===== config.mk =====
export PLATFORM = sky130hd
export DESIGN_NAME = rx_admit_ctrl
export DESIGN_NICKNAME = d
export VERILOG_FILES = /design/src/rtl/rxadm_pkg.sv /design/src/rtl/rxadm_engine.sv /design/src/rtl/rxadm_wait_timer.sv /design/src/rtl/rxadm_pkt_gate.sv /design/src/rtl/rx_admit_ctrl.sv
export SDC_FILE = /design/constraint.sdc
export NUM_CORES = 1
export LEC_CHECK = 0
export ABC_AREA = 0
export BUFFER_PORTS_ARGS = -buffer_cell sky130_fd_sc_hd__buf_4
export CAP_MARGIN = 20
export CORE_MARGIN = 4
export CORE_UTILIZATION = 35
export DETAILED_ROUTE_END_ITERATION = 12
export PLACE_DENSITY = 0.61
export SLEW_MARGIN = 20
export SYNTH_ARGS = -nofsm -noshare
export SYNTH_HDL_FRONTEND = slang
export SYNTH_SLANG_ARGS = --single-unit
export TNS_END_PERCENT = 30

===== constraint.sdc =====
create_clock -name clk -period 2.09 [get_ports clk]
set_input_delay 0.1045 -clock clk [delete_from_list [all_inputs] [get_ports clk]]
set_output_delay 0.1045 -clock clk [all_outputs]
set_load 0.05 [all_outputs]

===== src/rtl/rxadm_pkg.sv =====
`timescale 1ns/1ps
package rxadm_pkg;

  typedef enum logic [1:0] {
    ENG_IDLE   = 2'b00,
    ENG_ACTIVE = 2'b01,
    ENG_ABORT  = 2'b10
  } eng_state_e;

  typedef enum logic [1:0] {
    PK_BOUND = 2'b00,
    PK_PASS  = 2'b01,
    PK_DROP  = 2'b10
  } pkt_state_e;

  localparam int REQ_W     = 3;
  localparam int REQ_START = 0;
  localparam int REQ_STOP  = 1;
  localparam int REQ_ABORT = 2;

endpackage


===== src/rtl/rxadm_engine.sv =====
`timescale 1ns/1ps
module rxadm_engine
  import rxadm_pkg::*;
(
  input  logic             clk,
  input  logic             rst,
  input  logic             cmd_wr,
  input  logic [REQ_W-1:0] cmd_req,
  input  logic             pkt_bound,
  output eng_state_e       eng,
  output logic             stop_pend,
  output logic             abort_req
);

  logic stop_req, start_req;

  assign abort_req = cmd_wr && cmd_req[REQ_ABORT];
  assign stop_req  = cmd_wr && cmd_req[REQ_STOP];
  assign start_req = cmd_wr && cmd_req[REQ_START];

  // Priority: abort, then a pending stop draining, then stop, then start.
  always_ff @(posedge clk) begin
    if (rst) begin
      eng       <= ENG_IDLE;
      stop_pend <= 1'b0;
    end else if (abort_req) begin
      eng       <= ENG_ABORT;
      stop_pend <= 1'b0;
    end else if (stop_pend && pkt_bound) begin
      eng       <= ENG_IDLE;
      stop_pend <= 1'b0;
    end else if (stop_req) begin
      if (eng == ENG_ACTIVE) stop_pend <= 1'b1;
    end else if (start_req && eng != ENG_ACTIVE) begin
      eng <= ENG_ACTIVE;
    end
  end

  AST_STATE_LEGAL: assert property (@(posedge clk) disable iff (rst)
    eng != 2'b11) else $error("illegal engine state");

  AST_ABORT_NEXT: assert property (@(posedge clk) disable iff (rst)
    abort_req |=> eng == ENG_ABORT) else $error("abort not taken");

  AST_START_RESUMES: assert property (@(posedge clk) disable iff (rst)
    (start_req && !stop_req && !abort_req && eng != ENG_ACTIVE) |=> eng == ENG_ACTIVE)
    else $error("start not taken");

  AST_STOP_DRAINS: assert property (@(posedge clk) disable iff (rst)
    (stop_pend && pkt_bound && !abort_req) |=> eng == ENG_IDLE)
    else $error("stop did not reach idle");

  AST_STOP_ONLY_ACTIVE: assert property (@(posedge clk) disable iff (rst)
    stop_pend |-> eng == ENG_ACTIVE) else $error("stop pending outside active");

endmodule


===== src/rtl/rxadm_wait_timer.sv =====
`timescale 1ns/1ps
module rxadm_wait_timer #(
  parameter int TMR_W = 24
) (
  input  logic             clk,
  input  logic             rst,
  input  logic             want,
  input  logic             clear,
  input  logic [TMR_W-1:0] limit,
  output logic             armed,
  output logic             expired
);

  localparam logic [TMR_W-1:0] CNT_MAX = {TMR_W{1'b1}};

  logic [TMR_W-1:0] cnt;

  always_ff @(posedge clk) begin
    if (rst || !want || clear) begin
      armed <= 1'b0;
      cnt   <= '0;
    end else if (!armed) begin
      armed <= 1'b1;
      cnt   <= '0;
    end else if (cnt != CNT_MAX) begin
      cnt <= cnt + 1'b1;
    end
  end

  assign expired = armed && (cnt >= limit);

  AST_TMR_RESTART: assert property (@(posedge clk) disable iff (rst)
    (want && !clear && !armed) |=> (armed && cnt == '0))
    else $error("timer did not restart");

  AST_TMR_ADVANCE: assert property (@(posedge clk) disable iff (rst)
    (want && !clear && armed && cnt != CNT_MAX) |=> cnt == $past(cnt) + 1'b1)
    else $error("timer did not advance");

endmodule


===== src/rtl/rxadm_pkt_gate.sv =====
`timescale 1ns/1ps
module rxadm_pkt_gate
  import rxadm_pkg::*;
#(
  parameter int DATA_W  = 32,
  parameter int CNT_W   = 16,
  parameter bit CNT_SAT = 1'b0
) (
  input  logic              clk,
  input  logic              rst,
  input  eng_state_e        eng,
  input  logic              stop_pend,
  input  logic              abort_req,
  input  logic              cfg_disable,
  input  logic              cfg_flush,
  input  logic              cfg_drop_en,
  input  logic              cfg_hint_en,
  input  logic              cfg_local_only,
  input  logic              desc_local,
  input  logic              desc_any,
  input  logic              tmr_armed,
  input  logic              tmr_expired,
  input  logic              s_valid,
  output logic              s_ready,
  input  logic [DATA_W-1:0] s_data,
  input  logic              s_last,
  output logic              m_valid,
  input  logic              m_ready,
  output logic [DATA_W-1:0] m_data,
  output logic              m_last,
  output logic              pkt_bound,
  output logic              want_wait,
  output logic              drop_go,
  output logic              hint,
  output logic [CNT_W-1:0]  drop_count
);

  pkt_state_e pst;
  logic admit, flushing, pass_path, no_desc, hs, drop_inc;

  assign pkt_bound = (pst == PK_BOUND);
  assign admit     = (eng == ENG_ACTIVE) && !cfg_flush && !cfg_disable && !stop_pend;
  assign flushing  = pkt_bound && (eng != ENG_ABORT) && cfg_flush;
  assign pass_path = pkt_bound && admit && desc_local;
  assign want_wait = pkt_bound && admit && s_valid && !desc_local;
  assign no_desc   = cfg_local_only ? !desc_local : !desc_any;
  assign drop_go   = want_wait && tmr_expired && cfg_drop_en && no_desc;

  assign m_data = s_data;
  assign m_last = s_last;

  always_comb begin
    s_ready = 1'b0;
    m_valid = 1'b0;
    if (eng != ENG_ABORT) begin
      unique case (pst)
        PK_BOUND: begin
          if (flushing) begin
            s_ready = 1'b1;
          end else if (pass_path) begin
            m_valid = s_valid;
            s_ready = m_ready;
          end
        end
        PK_PASS: begin
          m_valid = s_valid;
          s_ready = m_ready;
        end
        PK_DROP: s_ready = 1'b1;
        default: s_ready = 1'b0;
      endcase
    end
  end

  assign hs       = s_valid && s_ready;
  assign drop_inc = hs && s_last && ((pst == PK_DROP) || flushing);

  always_ff @(posedge clk) begin
    if (rst) begin
      pst  <= PK_BOUND;
      hint <= 1'b0;
    end else begin
      hint <= want_wait && !tmr_armed && cfg_hint_en;
      if (abort_req) begin
        pst <= PK_BOUND;
      end else begin
        unique case (pst)
          PK_BOUND: begin
            if (flushing) begin
              if (hs && !s_last) pst <= PK_DROP;
            end else if (pass_path) begin
              if (hs && !s_last) pst <= PK_PASS;
            end else if (drop_go) begin
              pst <= PK_DROP;
            end
          end
          PK_PASS, PK_DROP: if (hs && s_last) pst <= PK_BOUND;
          default: pst <= PK_BOUND;
        endcase
      end
    end
  end

  generate
    if (CNT_SAT) begin : g_cnt_sat
      always_ff @(posedge clk) begin
        if (rst) drop_count <= '0;
        else if (drop_inc && drop_count != {CNT_W{1'b1}}) drop_count <= drop_count + 1'b1;
      end
    end else begin : g_cnt_wrap
      always_ff @(posedge clk) begin
        if (rst) drop_count <= '0;
        else if (drop_inc) drop_count <= drop_count + 1'b1;
      end
    end
  endgenerate

  AST_ABORT_BLOCKS: assert property (@(posedge clk) disable iff (rst)
    (eng == ENG_ABORT) |-> (!s_ready && !m_valid)) else $error("traffic while aborted");

  AST_FLUSH_DISCARD: assert property (@(posedge clk) disable iff (rst)
    flushing |-> (s_ready && !m_valid)) else $error("flush forwarded data");

  AST_FWD_ACTIVE: assert property (@(posedge clk) disable iff (rst)
    m_valid |-> (eng == ENG_ACTIVE)) else $error("forward outside active");

  AST_HOLD_NO_READY: assert property (@(posedge clk) disable iff (rst)
    want_wait |-> !s_ready) else $error("held head accepted");

  AST_HINT_SINGLE: assert property (@(posedge clk) disable iff (rst)
    hint |=> !hint) else $error("hint longer than one cycle");

  AST_DROP_STEP: assert property (@(posedge clk) disable iff (rst)
    1'b1 |=> (drop_count == $past(drop_count) ||
              drop_count == CNT_W'($past(drop_count) + 1'b1)))
    else $error("drop counter jumped");

endmodule


===== src/rtl/rx_admit_ctrl.sv =====
`timescale 1ns/1ps
module rx_admit_ctrl
  import rxadm_pkg::*;
#(
  parameter int DATA_W  = 32,
  parameter int TMR_W   = 24,
  parameter int CNT_W   = 16,
  parameter bit CNT_SAT = 1'b0
) (
  input  logic              clk,
  input  logic              rst,
  input  logic              cmd_wr,
  input  logic [2:0]        cmd_req,
  input  logic              cfg_disable,
  input  logic              cfg_flush,
  input  logic              cfg_drop_en,
  input  logic              cfg_hint_en,
  input  logic              cfg_local_only,
  input  logic [TMR_W-1:0]  cfg_wait_limit,
  input  logic              desc_local,
  input  logic              desc_any,
  input  logic              s_valid,
  output logic              s_ready,
  input  logic [DATA_W-1:0] s_data,
  input  logic              s_last,
  output logic              m_valid,
  input  logic              m_ready,
  output logic [DATA_W-1:0] m_data,
  output logic              m_last,
  output logic [1:0]        eng_state,
  output logic              hint,
  output logic [CNT_W-1:0]  drop_count
);

  eng_state_e eng;
  logic stop_pend, abort_req, pkt_bound;
  logic want_wait, drop_go, tmr_armed, tmr_expired;

  rxadm_engine u_engine (
    .clk       (clk),
    .rst       (rst),
    .cmd_wr    (cmd_wr),
    .cmd_req   (cmd_req),
    .pkt_bound (pkt_bound),
    .eng       (eng),
    .stop_pend (stop_pend),
    .abort_req (abort_req)
  );

  rxadm_wait_timer #(.TMR_W(TMR_W)) u_timer (
    .clk     (clk),
    .rst     (rst),
    .want    (want_wait),
    .clear   (drop_go),
    .limit   (cfg_wait_limit),
    .armed   (tmr_armed),
    .expired (tmr_expired)
  );

  rxadm_pkt_gate #(.DATA_W(DATA_W), .CNT_W(CNT_W), .CNT_SAT(CNT_SAT)) u_gate (
    .clk            (clk),
    .rst            (rst),
    .eng            (eng),
    .stop_pend      (stop_pend),
    .abort_req      (abort_req),
    .cfg_disable    (cfg_disable),
    .cfg_flush      (cfg_flush),
    .cfg_drop_en    (cfg_drop_en),
    .cfg_hint_en    (cfg_hint_en),
    .cfg_local_only (cfg_local_only),
    .desc_local     (desc_local),
    .desc_any       (desc_any),
    .tmr_armed      (tmr_armed),
    .tmr_expired    (tmr_expired),
    .s_valid        (s_valid),
    .s_ready        (s_ready),
    .s_data         (s_data),
    .s_last         (s_last),
    .m_valid        (m_valid),
    .m_ready        (m_ready),
    .m_data         (m_data),
    .m_last         (m_last),
    .pkt_bound      (pkt_bound),
    .want_wait      (want_wait),
    .drop_go        (drop_go),
    .hint           (hint),
    .drop_count     (drop_count)
  );

  assign eng_state = eng;

endmodule


Word-level counts from Yosys, hierarchy flattened --
Index checks and enable logic that the tools add are counted.
Word-level totals: flip-flop bits (word level) 47, input bits 72
Operators by class: $add $sub $neg 2, $lt $le $gt $ge 1, equality and inequality tests 11, muxes and demuxes 21, bitwise logic cells 2, reduce and logical (&&, ||, !) cells 45
Operator list (number):
- $add A24 B1 Y24 const B | 1
- $ge A24 B24 Y1 | 1
- $logic_and A1 B1 Y1 | 24
- $ne A24 B24 Y1 const B | 1
- $mux W2 | 10
- $add A16 B1 Y16 const B | 1
- $ne A3 B3 Y1 const B | 3
- $logic_not A1 Y1 | 8
- $mux W1 | 8
- $reduce_and A2 Y1 | 3
- $reduce_or A2 Y1 | 3
- $eq A2 B1 Y1 const B | 2
- $ne A2 B1 Y1 const B | 2
- $ne A4 B1 Y1 const B | 1
- $pmux W2 S2 | 1
- $reduce_and A4 Y1 | 1
- $logic_or A1 B1 Y1 | 3
- $pmux W1 S3 | 1
- $reduce_bool A3 Y1 | 1
- $reduce_or A3 Y1 | 1
- $eq A2 B2 Y1 const B | 1
- $logic_not A2 Y1 | 1
- $ne A2 B2 Y1 const B | 1
- $not A1 Y1 | 2
- $pmux W1 S2 | 1

Logic depth before layout (Yosys ltp) --
Gate-level depths: netlist of the first run.
word-level depth 16, depth in mapped cells 9, gate-level depth less buffers 8

By module --
From an unflattened synthesis of the first run, not the netlist that was laid out.
Second synthesis, totals: cells, all modules 400, area, all modules 3265.6 um2
Modules (own cells, without submodules):
- rxadm_wait_timer | times used 1, cells an instance 222, area an instance 1760.4 um2
- rxadm_pkt_gate | times used 1, cells an instance 165, area an instance 1358.8 um2
- rxadm_engine | times used 1, cells an instance 13, area an instance 146.4 um2

Least setup slack after synthesis of the first run --
OpenSTA, ideal clock, no wires.
kind register to register, start point register u_engine.eng[0], end point register u_gate.pst[1], library setup time 63 ps, data arrival time 2124 ps, setup slack -97 ps, stages on the path, launching flop included 7, buffers on the path 0, cell sequence dfxtp_1 nand2b_1 nand4b_1 a2111o_1 or4_1 a21o_1 nand3_1
On the way: word-level cells in the longest chain between the ends 14
RTL lines:
- start, declared | RTL line rxadm_engine.sv:10 | output eng_state_e eng,
- start signal, assigned | RTL line rxadm_engine.sv:24 | eng <= ENG_IDLE;
- start signal, assigned | RTL line rxadm_engine.sv:27 | eng <= ENG_ABORT;
- start signal, assigned | RTL line rxadm_engine.sv:30 | eng <= ENG_IDLE;
- $eq A2 B1 Y1 | RTL line rxadm_pkt_gate.sv:42 | assign admit = (eng == ENG_ACTIVE) && !cfg_flush && !cfg_disable && !stop_pend;
- $logic_and A1 B1 Y1 (3 in series) | RTL line rxadm_pkt_gate.sv:42
- $logic_and A1 B1 Y1 | RTL line rxadm_pkt_gate.sv:44, rxadm_pkt_gate.sv:45
- $logic_and A1 B1 Y1 | RTL line rxadm_pkt_gate.sv:44 | assign pass_path = pkt_bound && admit && desc_local;
- $mux W1 | RTL line rxadm_pkt_gate.sv:60 | end else if (pass_path) begin
- $mux W1 | RTL line rxadm_pkt_gate.sv:58 | if (flushing) begin
- $pmux W1 S3 | RTL line rxadm_pkt_gate.sv:56 | unique case (pst)
- $mux W1 | RTL line rxadm_pkt_gate.sv:55 | if (eng != ENG_ABORT) begin
- $logic_and A1 B1 Y1 | RTL line rxadm_pkt_gate.sv:75 | assign hs = s_valid && s_ready;
- $logic_and A1 B1 Y1, on equally long branches | RTL line rxadm_pkt_gate.sv:90, rxadm_pkt_gate.sv:92, rxadm_pkt_gate.sv:97
- $ne A3 B3 Y1 (no line) or $ne A2 B1 Y1 (tied branches)
- $reduce_and A4 Y1 (no line)
- end signal, assigned | RTL line rxadm_pkt_gate.sv:90 | if (hs && !s_last) pst <= PK_DROP;
- end signal, assigned | RTL line rxadm_pkt_gate.sv:92 | if (hs && !s_last) pst <= PK_PASS;
- end signal, assigned | RTL line rxadm_pkt_gate.sv:94 | pst <= PK_DROP;
- end, declared | RTL line rxadm_pkt_gate.sv:38 | pkt_state_e pst;
Parallel ways exist; a longest one is shown, timed or not. A chain may end at the register's enable or synchronous reset.

Final worst setup path of the first run --
start point register u_timer.cnt[0], end point register u_timer.cnt[23]
On the way: word-level cells in the longest chain between the ends 7
RTL lines:
- start, declared | RTL line rxadm_wait_timer.sv:16 | logic [TMR_W-1:0] cnt;
- start signal, assigned | RTL line rxadm_wait_timer.sv:26 | cnt <= cnt + 1'b1;
- $ge A24 B24 Y1 | RTL line rxadm_wait_timer.sv:30 | assign expired = armed && (cnt >= limit);
- $logic_and A1 B1 Y1 | RTL line rxadm_wait_timer.sv:30
- $logic_and A1 B1 Y1 (3 in series) | RTL line rxadm_pkt_gate.sv:47 | assign drop_go = want_wait && tmr_expired && cfg_drop_en && no_desc;
- $logic_or A1 B1 Y1 | RTL line rxadm_wait_timer.sv:19 | if (rst || !want || clear) begin
- $reduce_or A2 Y1 (no line)
Parallel ways exist; a longest one is shown, timed or not.

==> impl_metrics.prom, run 1 <==
# TYPE chip_impl_metric gauge
chip_impl_metric{name="total_power",unit="uW"} 1930
chip_impl_info{name="clockRootBuffer",value="clkbuf_8"} 1
chip_impl_info{name="grt_setup_unrepaired",value="true"} 1
chip_impl_metric{name="dp_hpwl",unit="um"} 5880
chip_impl_metric{name="synth.yosys.warnings",unit=""} 0
chip_impl_metric{name="area_of_all_sequential_standard_cells",unit="um2"} 946
chip_impl_metric{name="grt_pass1_wl",unit="um"} 12700
chip_impl_metric{name="stdcell_count",unit=""} 565
chip_impl_metric{name="grt_antenna_before_repair",unit=""} 0
chip_impl_metric{name="critical_path.max_stage_delay",unit="ns"} 0.40
chip_impl_metric{name="gp_congestion",unit=""} 0.773
chip_impl_metric{name="critical_path_depth",unit=""} 9
chip_impl_metric{name="core-area",unit="um2"} 9280
chip_impl_metric{name="final.setup.tns",unit="ns"} -1.06
chip_impl_metric{name="worst-path-max-fanout",unit=""} 8
chip_impl_metric{name="final_antenna_net_count",unit=""} 0
chip_impl_metric{name="intPower",unit="uW"} 1500
chip_impl_metric{name="fin_ws",unit="ns"} -0.0993
chip_impl_info{name="cp_slowest_cell",value="a311oi_2"} 1
chip_impl_metric{name="synth_nets",unit=""} 482
chip_impl_metric{name="antenna-diode-count",unit=""} 0
chip_impl_metric{name="combinational_power_share",unit=""} 0.124
chip_impl_metric{name="via_count_of_the_first_global_routing_pass",unit=""} 2785
chip_impl_info{name="min_path_type",value="input port to register"} 1
chip_impl_metric{name="post_synth_num_cell_types",unit=""} 53
chip_impl_metric{name="total_routed_wirelength",unit="um"} 7710
chip_impl_metric{name="fin_skew",unit="ns"} 0.00264
chip_impl_metric{name="final_core_utilization",unit=""} 0.457
chip_impl_metric{name="placement.io_buffers",unit=""} 61
chip_impl_metric{name="max_slew_margin",unit=""} 0.230
chip_impl_info{name="critical_path.startpoint_type",value="register"} 1
chip_impl_metric{name="layout_min_cycle_time",unit="ns"} 2.19
chip_impl_metric{name="drt_first_pass_iters",unit=""} 4
chip_impl_metric{name="synth_enable_flop_cells",unit=""} 0
chip_impl_metric{name="static-leakage-power",unit="uW"} 0.00178
chip_impl_metric{name="hold_path_depth",unit=""} 3
chip_impl_metric{name="clock_tree.buffer_depth",unit=""} 2
chip_impl_metric{name="synthesis.area",unit="um2"} 3370
chip_impl_metric{name="power_switching",unit="uW"} 432
chip_impl_metric{name="drt-initial-drc-count",unit=""} 123
chip_impl_metric{name="filler_cell_count",unit=""} 934
chip_impl_metric{name="syn-mean-instance-area",unit="um2"} 8.86
chip_impl_metric{name="cp_data_required_time",unit="ns"} 2.28
chip_impl_metric{name="area_used_by_multi_input_combinational_logic",unit="um2"} 2170
chip_impl_metric{name="final_min_period_over_clock_period",unit=""} 1.05
chip_impl_info{name="tritoncts",value="yes"} 1
chip_impl_info{name="setup.worst_path.start",value="u_timer.cnt[0]"} 1
chip_impl_metric{name="insertion_delay",unit="ns"} 0.29
chip_impl_metric{name="pin_count",unit=""} 126
chip_impl_metric{name="synth_sequential_area_ratio",unit=""} 0.279
chip_impl_metric{name="power_per_cell_area",unit="nW/um2"} 454
chip_impl_info{name="synth_top_cell_by_area",value="dfxtp_1"} 1
chip_impl_info{name="synthFlopType",value="dfxtp_1"} 1
chip_impl_metric{name="detail_route.wl_per_cell",unit="um"} 13.6
chip_impl_metric{name="final-max-slew-violation-count",unit=""} 0
chip_impl_metric{name="post_route_cells_drive_above_1_share",unit=""} 0.339
chip_impl_metric{name="cts_max_level",unit=""} 2
chip_impl_metric{name="switching_share",unit=""} 0.224
chip_impl_metric{name="post_synthesis_cells",unit=""} 380
chip_impl_metric{name="syn2layout_area_growth",unit="%"} 26.1
chip_impl_info{name="cp_cell_sequence",value="inv_2, ha_4, nand2b_4, a2111oi_4, o21ai_2, a311oi_2, a21oi_4, buf_12, nor4b_4"} 1
chip_impl_info{name="path_class",value="register to register"} 1
chip_impl_info{name="status",value="finished, violations left"} 1
chip_impl_metric{name="clkTransAtPathRegs",unit="ns"} 0.09
chip_impl_metric{name="die_width",unit="um"} 106
chip_impl_metric{name="std_cell_rows",unit=""} 35
chip_impl_metric{name="floorplan.initialDensity",unit=""} 0.363
chip_impl_metric{name="gr-total-overflow",unit=""} 0
chip_impl_metric{name="grt_max_degree",unit=""} 27
chip_impl_metric{name="max_cap_violations",unit=""} 0
chip_impl_metric{name="timing.fmax",unit="GHz"} 0.457
chip_impl_info{name="timing.critical_path.to_type",value="register"} 1
chip_impl_metric{name="yosys_reg_bits",unit=""} 47
chip_impl_metric{name="route.vias.total",unit=""} 2766
chip_impl_metric{name="p_seq_frac",unit=""} 0.470
chip_impl_metric{name="avgViaCountPerCell",unit=""} 4.90
chip_impl_metric{name="place.detailed.instances",unit=""} 554
chip_impl_info{name="worstHoldStart",value="cmd_req[2]"} 1
chip_impl_metric{name="sink_count",unit=""} 47
chip_impl_metric{name="power.share.clock",unit=""} 0.406
chip_impl_metric{name="synth_top_area_frac",unit=""} 0.279
chip_impl_info{name="synth.area.top_cells",value="dfxtp_1, ha_1, buf_4"} 1
chip_impl_info{name="synth_commonest_cells",value="dfxtp_1, buf_4, ha_1, inv_1, xor2_1"} 1
chip_impl_metric{name="worst-endpoint-arrival",unit="ns"} 2.38
chip_impl_metric{name="final_hold_viol_count",unit=""} 0
chip_impl_metric{name="worst-r2r-cell-count",unit=""} 9
chip_impl_metric{name="chipHeight",unit="um"} 106
chip_impl_info{name="cp_top_family",value="compound AO/OA/AOI/OAI gates"} 1
chip_impl_metric{name="vdd.ir_drop.worst",unit="uV"} 289
chip_impl_metric{name="cts-hold-fix-buffers",unit=""} 0
chip_impl_metric{name="tightest_slew",unit="ns"} 1.15
chip_impl_metric{name="finalNetCount",unit=""} 537
chip_impl_metric{name="design.die.area",unit="um2"} 11300
chip_impl_metric{name="count_of_unresolved_drc_violations_after_routing",unit=""} 0
chip_impl_info{name="worstReg2RegStart",value="u_timer.cnt[0]"} 1
chip_impl_metric{name="total_routing_resource_utilization_after_global_routing",unit=""} 0.133
chip_impl_info{name="violations",value="setup timing"} 1
chip_impl_metric{name="cts_buffers",unit=""} 5
chip_impl_metric{name="finalSetupViolations",unit=""} 19
chip_impl_metric{name="postSynth.asyncResetShare",unit=""} 0
chip_impl_info{name="synth_most_common_cell",value="dfxtp_1"} 1
chip_impl_metric{name="worstPathBufferInverterCount",unit=""} 2
## stage by stage
stage               hold slack (ns)  worst slack [ns]  instance area (um2)
global route                 0.0707            -0.223                 4250
floorplan                     0.237            0.0143                 3370
detailed placement            0.209           -0.0793                 3910
global placement              0.209           -0.0296                 3910
CTS                          0.0456           -0.0231                 4120
finish                       0.0494           -0.0993                 4250
## logic make-up (layout without fill, tap and decap cells)
logic type / after synthesis / count (layout) / synth area share
buf+inv: 73 / 129 / 0.123
mux: 1 / 1 / 0.00297
fa+ha+maj: 30 / 30 / 0.111
xor+xnor: 36 / 36 / 0.0936
simple gates: 147 / 147 / 0.288
flops: 47 / 47 / 0.279
compound gates: 46 / 46 / 0.102
## power by group through the flow
stage,clock network [uW],logic (uW),registers [uW]
CTS,805,237,906
finish,783,239,906
global placement,0,226,927
global route,839,264,908
detailed placement,0,228,927
floorplan,0,276,940
## state kept, by name, indices dropped and copies added (netlist names)
register,cells
u_timer.armed,1
u_gate.pst,2
u_timer.cnt,24
u_engine.stop_pend,1
u_gate.hint,1
u_gate.drop_count,16
u_engine.eng,2
## tightest hold or removal path: stages
cell	delay, ns
buf_4	0.08
a32oi_1	0.05
nor2_1	0.08
## cells in the final DEF, fill, tap and decap left out, types with 2 or more instances in the layout
| master | count |
|---|---|
| xnor2_1 | 8 |
| inv_2 | 2 |
| dfxtp_2 | 4 |
| nand4b_1 | 2 |
| nor4b_4 | 2 |
| nor3_1 | 2 |
| nor4_1 | 2 |
| nor4_4 | 4 |
| nand3b_1 | 2 |
| o211ai_1 | 2 |
| nor2_1 | 24 |
| a21o_1 | 4 |
| nor2b_1 | 3 |
| nand2_1 | 19 |
| a41oi_1 | 2 |
| dfxtp_1 | 43 |
| xor2_1 | 28 |
| nand4_1 | 13 |
| a211oi_1 | 2 |
| and3_1 | 9 |
| bufinv_16 | 2 |
| nor4_2 | 19 |
| a21oi_1 | 10 |
| o21ai_0 | 5 |
| ha_4 | 3 |
| and2_1 | 4 |
| nand3_1 | 26 |
| inv_1 | 27 |
| buf_6 | 2 |
| nor3b_1 | 3 |
| a21oi_2 | 2 |
| and4_1 | 6 |
| buf_4 | 87 |
| ha_1 | 26 |
| clkbuf_8 | 5 |
## path summary, 6_finish.rpt
path	endpoint	slack [ns]
max	u_timer.cnt[23]	-0.1
min	u_engine.eng[1]	0.05
max reg2reg	u_timer.cnt[23]	-0.1
min reg2reg	u_engine.eng[0]	0.47
## cell type report
cell class | count | area share
Clock inverter | 2 | 0.0141
Clock buffer | 6 | 0.0171
Multi-Input combinational cell | 260 | 0.512
Inverter | 30 | 0.0265
Timing Repair Buffer | 91 | 0.170
Sequential cell | 47 | 0.223
Tap cell | 129 | 0.0380
## layer usage
layer,part of all wire,GRT usage
met1,0.47,0.177
met2,0.49,0.225
met3,0.034,0.0194
met4,0.0043,0.0342
met5,0,0
## timing repair
action / CTS / global route
hold endpoints to repair: 0 / 0
cloned: 1 / 1
setup buffers: 1 / 0
setup endpoints to repair: 28 / 39
gates resized for setup: 11 / 19
pin swaps: 2 / 11
Note: power is estimated with default switching activity, not from simulation.
==> run 2, diff against run 1 <==
Settings changed: TNS_END_PERCENT 30 to 5.
==> impl_metrics.prom, run 2 (synthesis results as in run 1) <==
# TYPE chip_impl_metric gauge
chip_impl_info{name="path_class",value="register to register"} 1
chip_impl_info{name="status",value="finished, violations left"} 1
chip_impl_metric{name="max_cap_violations",unit=""} 0
chip_impl_metric{name="core-area",unit="um2"} 9280
chip_impl_metric{name="combinational_power_share",unit=""} 0.138
chip_impl_metric{name="detailedPlace.worstSlack",unit="ns"} -0.105
chip_impl_metric{name="intPower",unit="uW"} 1290
chip_impl_metric{name="finalSetupViolations",unit=""} 15
chip_impl_metric{name="finalNetCount",unit=""} 540
chip_impl_metric{name="fin_ws",unit="ns"} -0.0914
chip_impl_metric{name="gr-total-overflow",unit=""} 0
chip_impl_metric{name="total_routing_resource_utilization_after_global_routing",unit=""} 0.138
chip_impl_metric{name="placement.io_buffers",unit=""} 61
chip_impl_metric{name="drt_first_pass_iters",unit=""} 4
chip_impl_metric{name="vdd.ir_drop.worst",unit="uV"} 251
chip_impl_metric{name="final_antenna_net_count",unit=""} 0
chip_impl_info{name="layout_commonest_cell",value="buf_4"} 1
chip_impl_metric{name="design.die.area",unit="um2"} 11300
chip_impl_metric{name="floorplan.initialDensity",unit=""} 0.363
chip_impl_metric{name="hold_path_depth",unit=""} 3
chip_impl_metric{name="power_per_cell_area",unit="nW/um2"} 413
chip_impl_metric{name="power_switching",unit="uW"} 457
chip_impl_info{name="largest-register",value="u_timer.cnt"} 1
chip_impl_info{name="tritoncts",value="yes"} 1
chip_impl_info{name="largest_registers",value="u_timer.cnt x24, u_gate.drop_count x16"} 1
chip_impl_info{name="layout_common_cells",value="buf_4, dfxtp_1, inv_1, xor2_1, ha_1"} 1
chip_impl_metric{name="chipHeight",unit="um"} 106
chip_impl_metric{name="pin_count",unit=""} 126
chip_impl_metric{name="cts_buffers",unit=""} 5
chip_impl_metric{name="max_slew_margin",unit=""} 0.276
chip_impl_metric{name="gp_congestion",unit=""} 0.778
chip_impl_metric{name="final_min_period_over_clock_period",unit=""} 1.04
chip_impl_metric{name="switching_share",unit=""} 0.261
chip_impl_info{name="critical_path.startpoint_type",value="register"} 1
chip_impl_metric{name="worst-path-max-fanout",unit=""} 6
chip_impl_metric{name="insertion_delay",unit="ns"} 0.30
chip_impl_metric{name="dp_hpwl",unit="um"} 5880
chip_impl_metric{name="detail_route.wl_per_cell",unit="um"} 13.9
chip_impl_metric{name="static-leakage-power",unit="uW"} 0.00179
chip_impl_metric{name="power.share.clock",unit=""} 0.343
chip_impl_metric{name="cp_data_required_time",unit="ns"} 2.29
chip_impl_metric{name="tightest_slew",unit="ns"} 1.08
chip_impl_info{name="violations",value="setup timing"} 1
chip_impl_metric{name="drt-initial-drc-count",unit=""} 148
chip_impl_metric{name="clkTransAtPathRegs",unit="ns"} 0.09
chip_impl_metric{name="grt_pass1_wl",unit="um"} 12900
chip_impl_metric{name="antenna-diode-count",unit=""} 0
chip_impl_metric{name="final.setup.tns",unit="ns"} -0.611
chip_impl_metric{name="avgViaCountPerCell",unit=""} 4.94
chip_impl_metric{name="worst-r2r-cell-count",unit=""} 7
chip_impl_metric{name="layout_min_cycle_time",unit="ns"} 2.18
chip_impl_metric{name="post_route_cells_drive_above_1_share",unit=""} 0.339
chip_impl_metric{name="final_hold_viol_count",unit=""} 0
chip_impl_metric{name="final-max-slew-violation-count",unit=""} 0
chip_impl_metric{name="count_of_unresolved_drc_violations_after_routing",unit=""} 0
chip_impl_metric{name="std_cell_rows",unit=""} 35
chip_impl_metric{name="largest_register_ffs",unit=""} 24
chip_impl_metric{name="fin_skew",unit="ns"} 0.00840
chip_impl_metric{name="worst-endpoint-arrival",unit="ns"} 2.38
chip_impl_metric{name="die_width",unit="um"} 106
chip_impl_metric{name="sink_count",unit=""} 47
chip_impl_metric{name="syn2layout_area_growth",unit="%"} 25.5
chip_impl_info{name="timing.critical_path.to_type",value="register"} 1
chip_impl_metric{name="total_routed_wirelength",unit="um"} 7920
chip_impl_metric{name="grt_max_degree",unit=""} 26
chip_impl_metric{name="clock_tree.buffer_depth",unit=""} 2
chip_impl_metric{name="via_count_of_the_first_global_routing_pass",unit=""} 2745
chip_impl_metric{name="timing.fmax",unit="GHz"} 0.458
chip_impl_metric{name="p_seq_frac",unit=""} 0.519
chip_impl_metric{name="grt_antenna_before_repair",unit=""} 0
chip_impl_info{name="min_path_type",value="input port to register"} 1
chip_impl_metric{name="total_power",unit="uW"} 1750
chip_impl_metric{name="route.vias.total",unit=""} 2805
chip_impl_metric{name="cts_max_level",unit=""} 2
chip_impl_info{name="grt_setup_unrepaired",value="true"} 1
chip_impl_info{name="clockRootBuffer",value="clkbuf_8"} 1
chip_impl_metric{name="cts-hold-fix-buffers",unit=""} 0
-- run 2: what timing repair did --
action	4_1_cts	5_1_grt
buffers inserted	2	2
pin swaps	21	10
setup endpoints to repair	34	30
gates resized for setup	11	15
gates cloned	1	1
-- run 2: worst paths after layout --
kind                    from              end  slack, ns
max           u_timer.cnt[1]  u_timer.cnt[23]      -0.09
min               cmd_req[2]  u_engine.eng[1]       0.04
max reg2reg   u_timer.cnt[1]  u_timer.cnt[23]      -0.09
min reg2reg  u_engine.eng[0]  u_engine.eng[0]       0.48
-- run 2: stage by stage --
stage               utilization  hold slack, ns  instance area [um2]  std cells
floorplan                     -           0.237                 3370        380
global placement          0.422           0.209                 3910        555
detailed placement        0.422           0.209                 3910        555
CTS                       0.443          0.0315                 4110        565
global route              0.455          0.0542                 4230        568
finish                    0.455          0.0358                 4230        568
-- run 2: cell type report --
type | instances | area (um2)
timing repair buffer | 94 | 767
fill | 935 | 5060
multi-input combinational | 260 | 2140
tap | 129 | 161
sequential | 47 | 947
clock buffer | 6 | 82.6
clock inverter | 2 | 16.3
inverter | 30 | 113
-- run 2: power by group through the flow --
stage | clock network (uW) | registers [uW] | logic, uW
global route | 657 | 908 | 266
finish | 599 | 907 | 241
global placement | 0 | 928 | 225
detailed placement | 0 | 928 | 229
floorplan | 0 | 940 | 276
CTS | 624 | 907 | 239
-- run 2: critical path, stage by stage, from the launching register on --
cell       delay [ns]
dfxtp_1          0.40
ha_1             0.28
a2111oi_4        0.37
o21ai_2          0.10
a311oi_2         0.36
a21oi_4          0.17
clkbuf_16        0.20
nor4b_2          0.20
-- run 2: layer usage --
layer / wire [um] / GRT usage
met1: 3490 / 0.173
met2: 3970 / 0.237
met3: 344 / 0.0291
met4: 110 / 0.0435
met5: 0 / 0
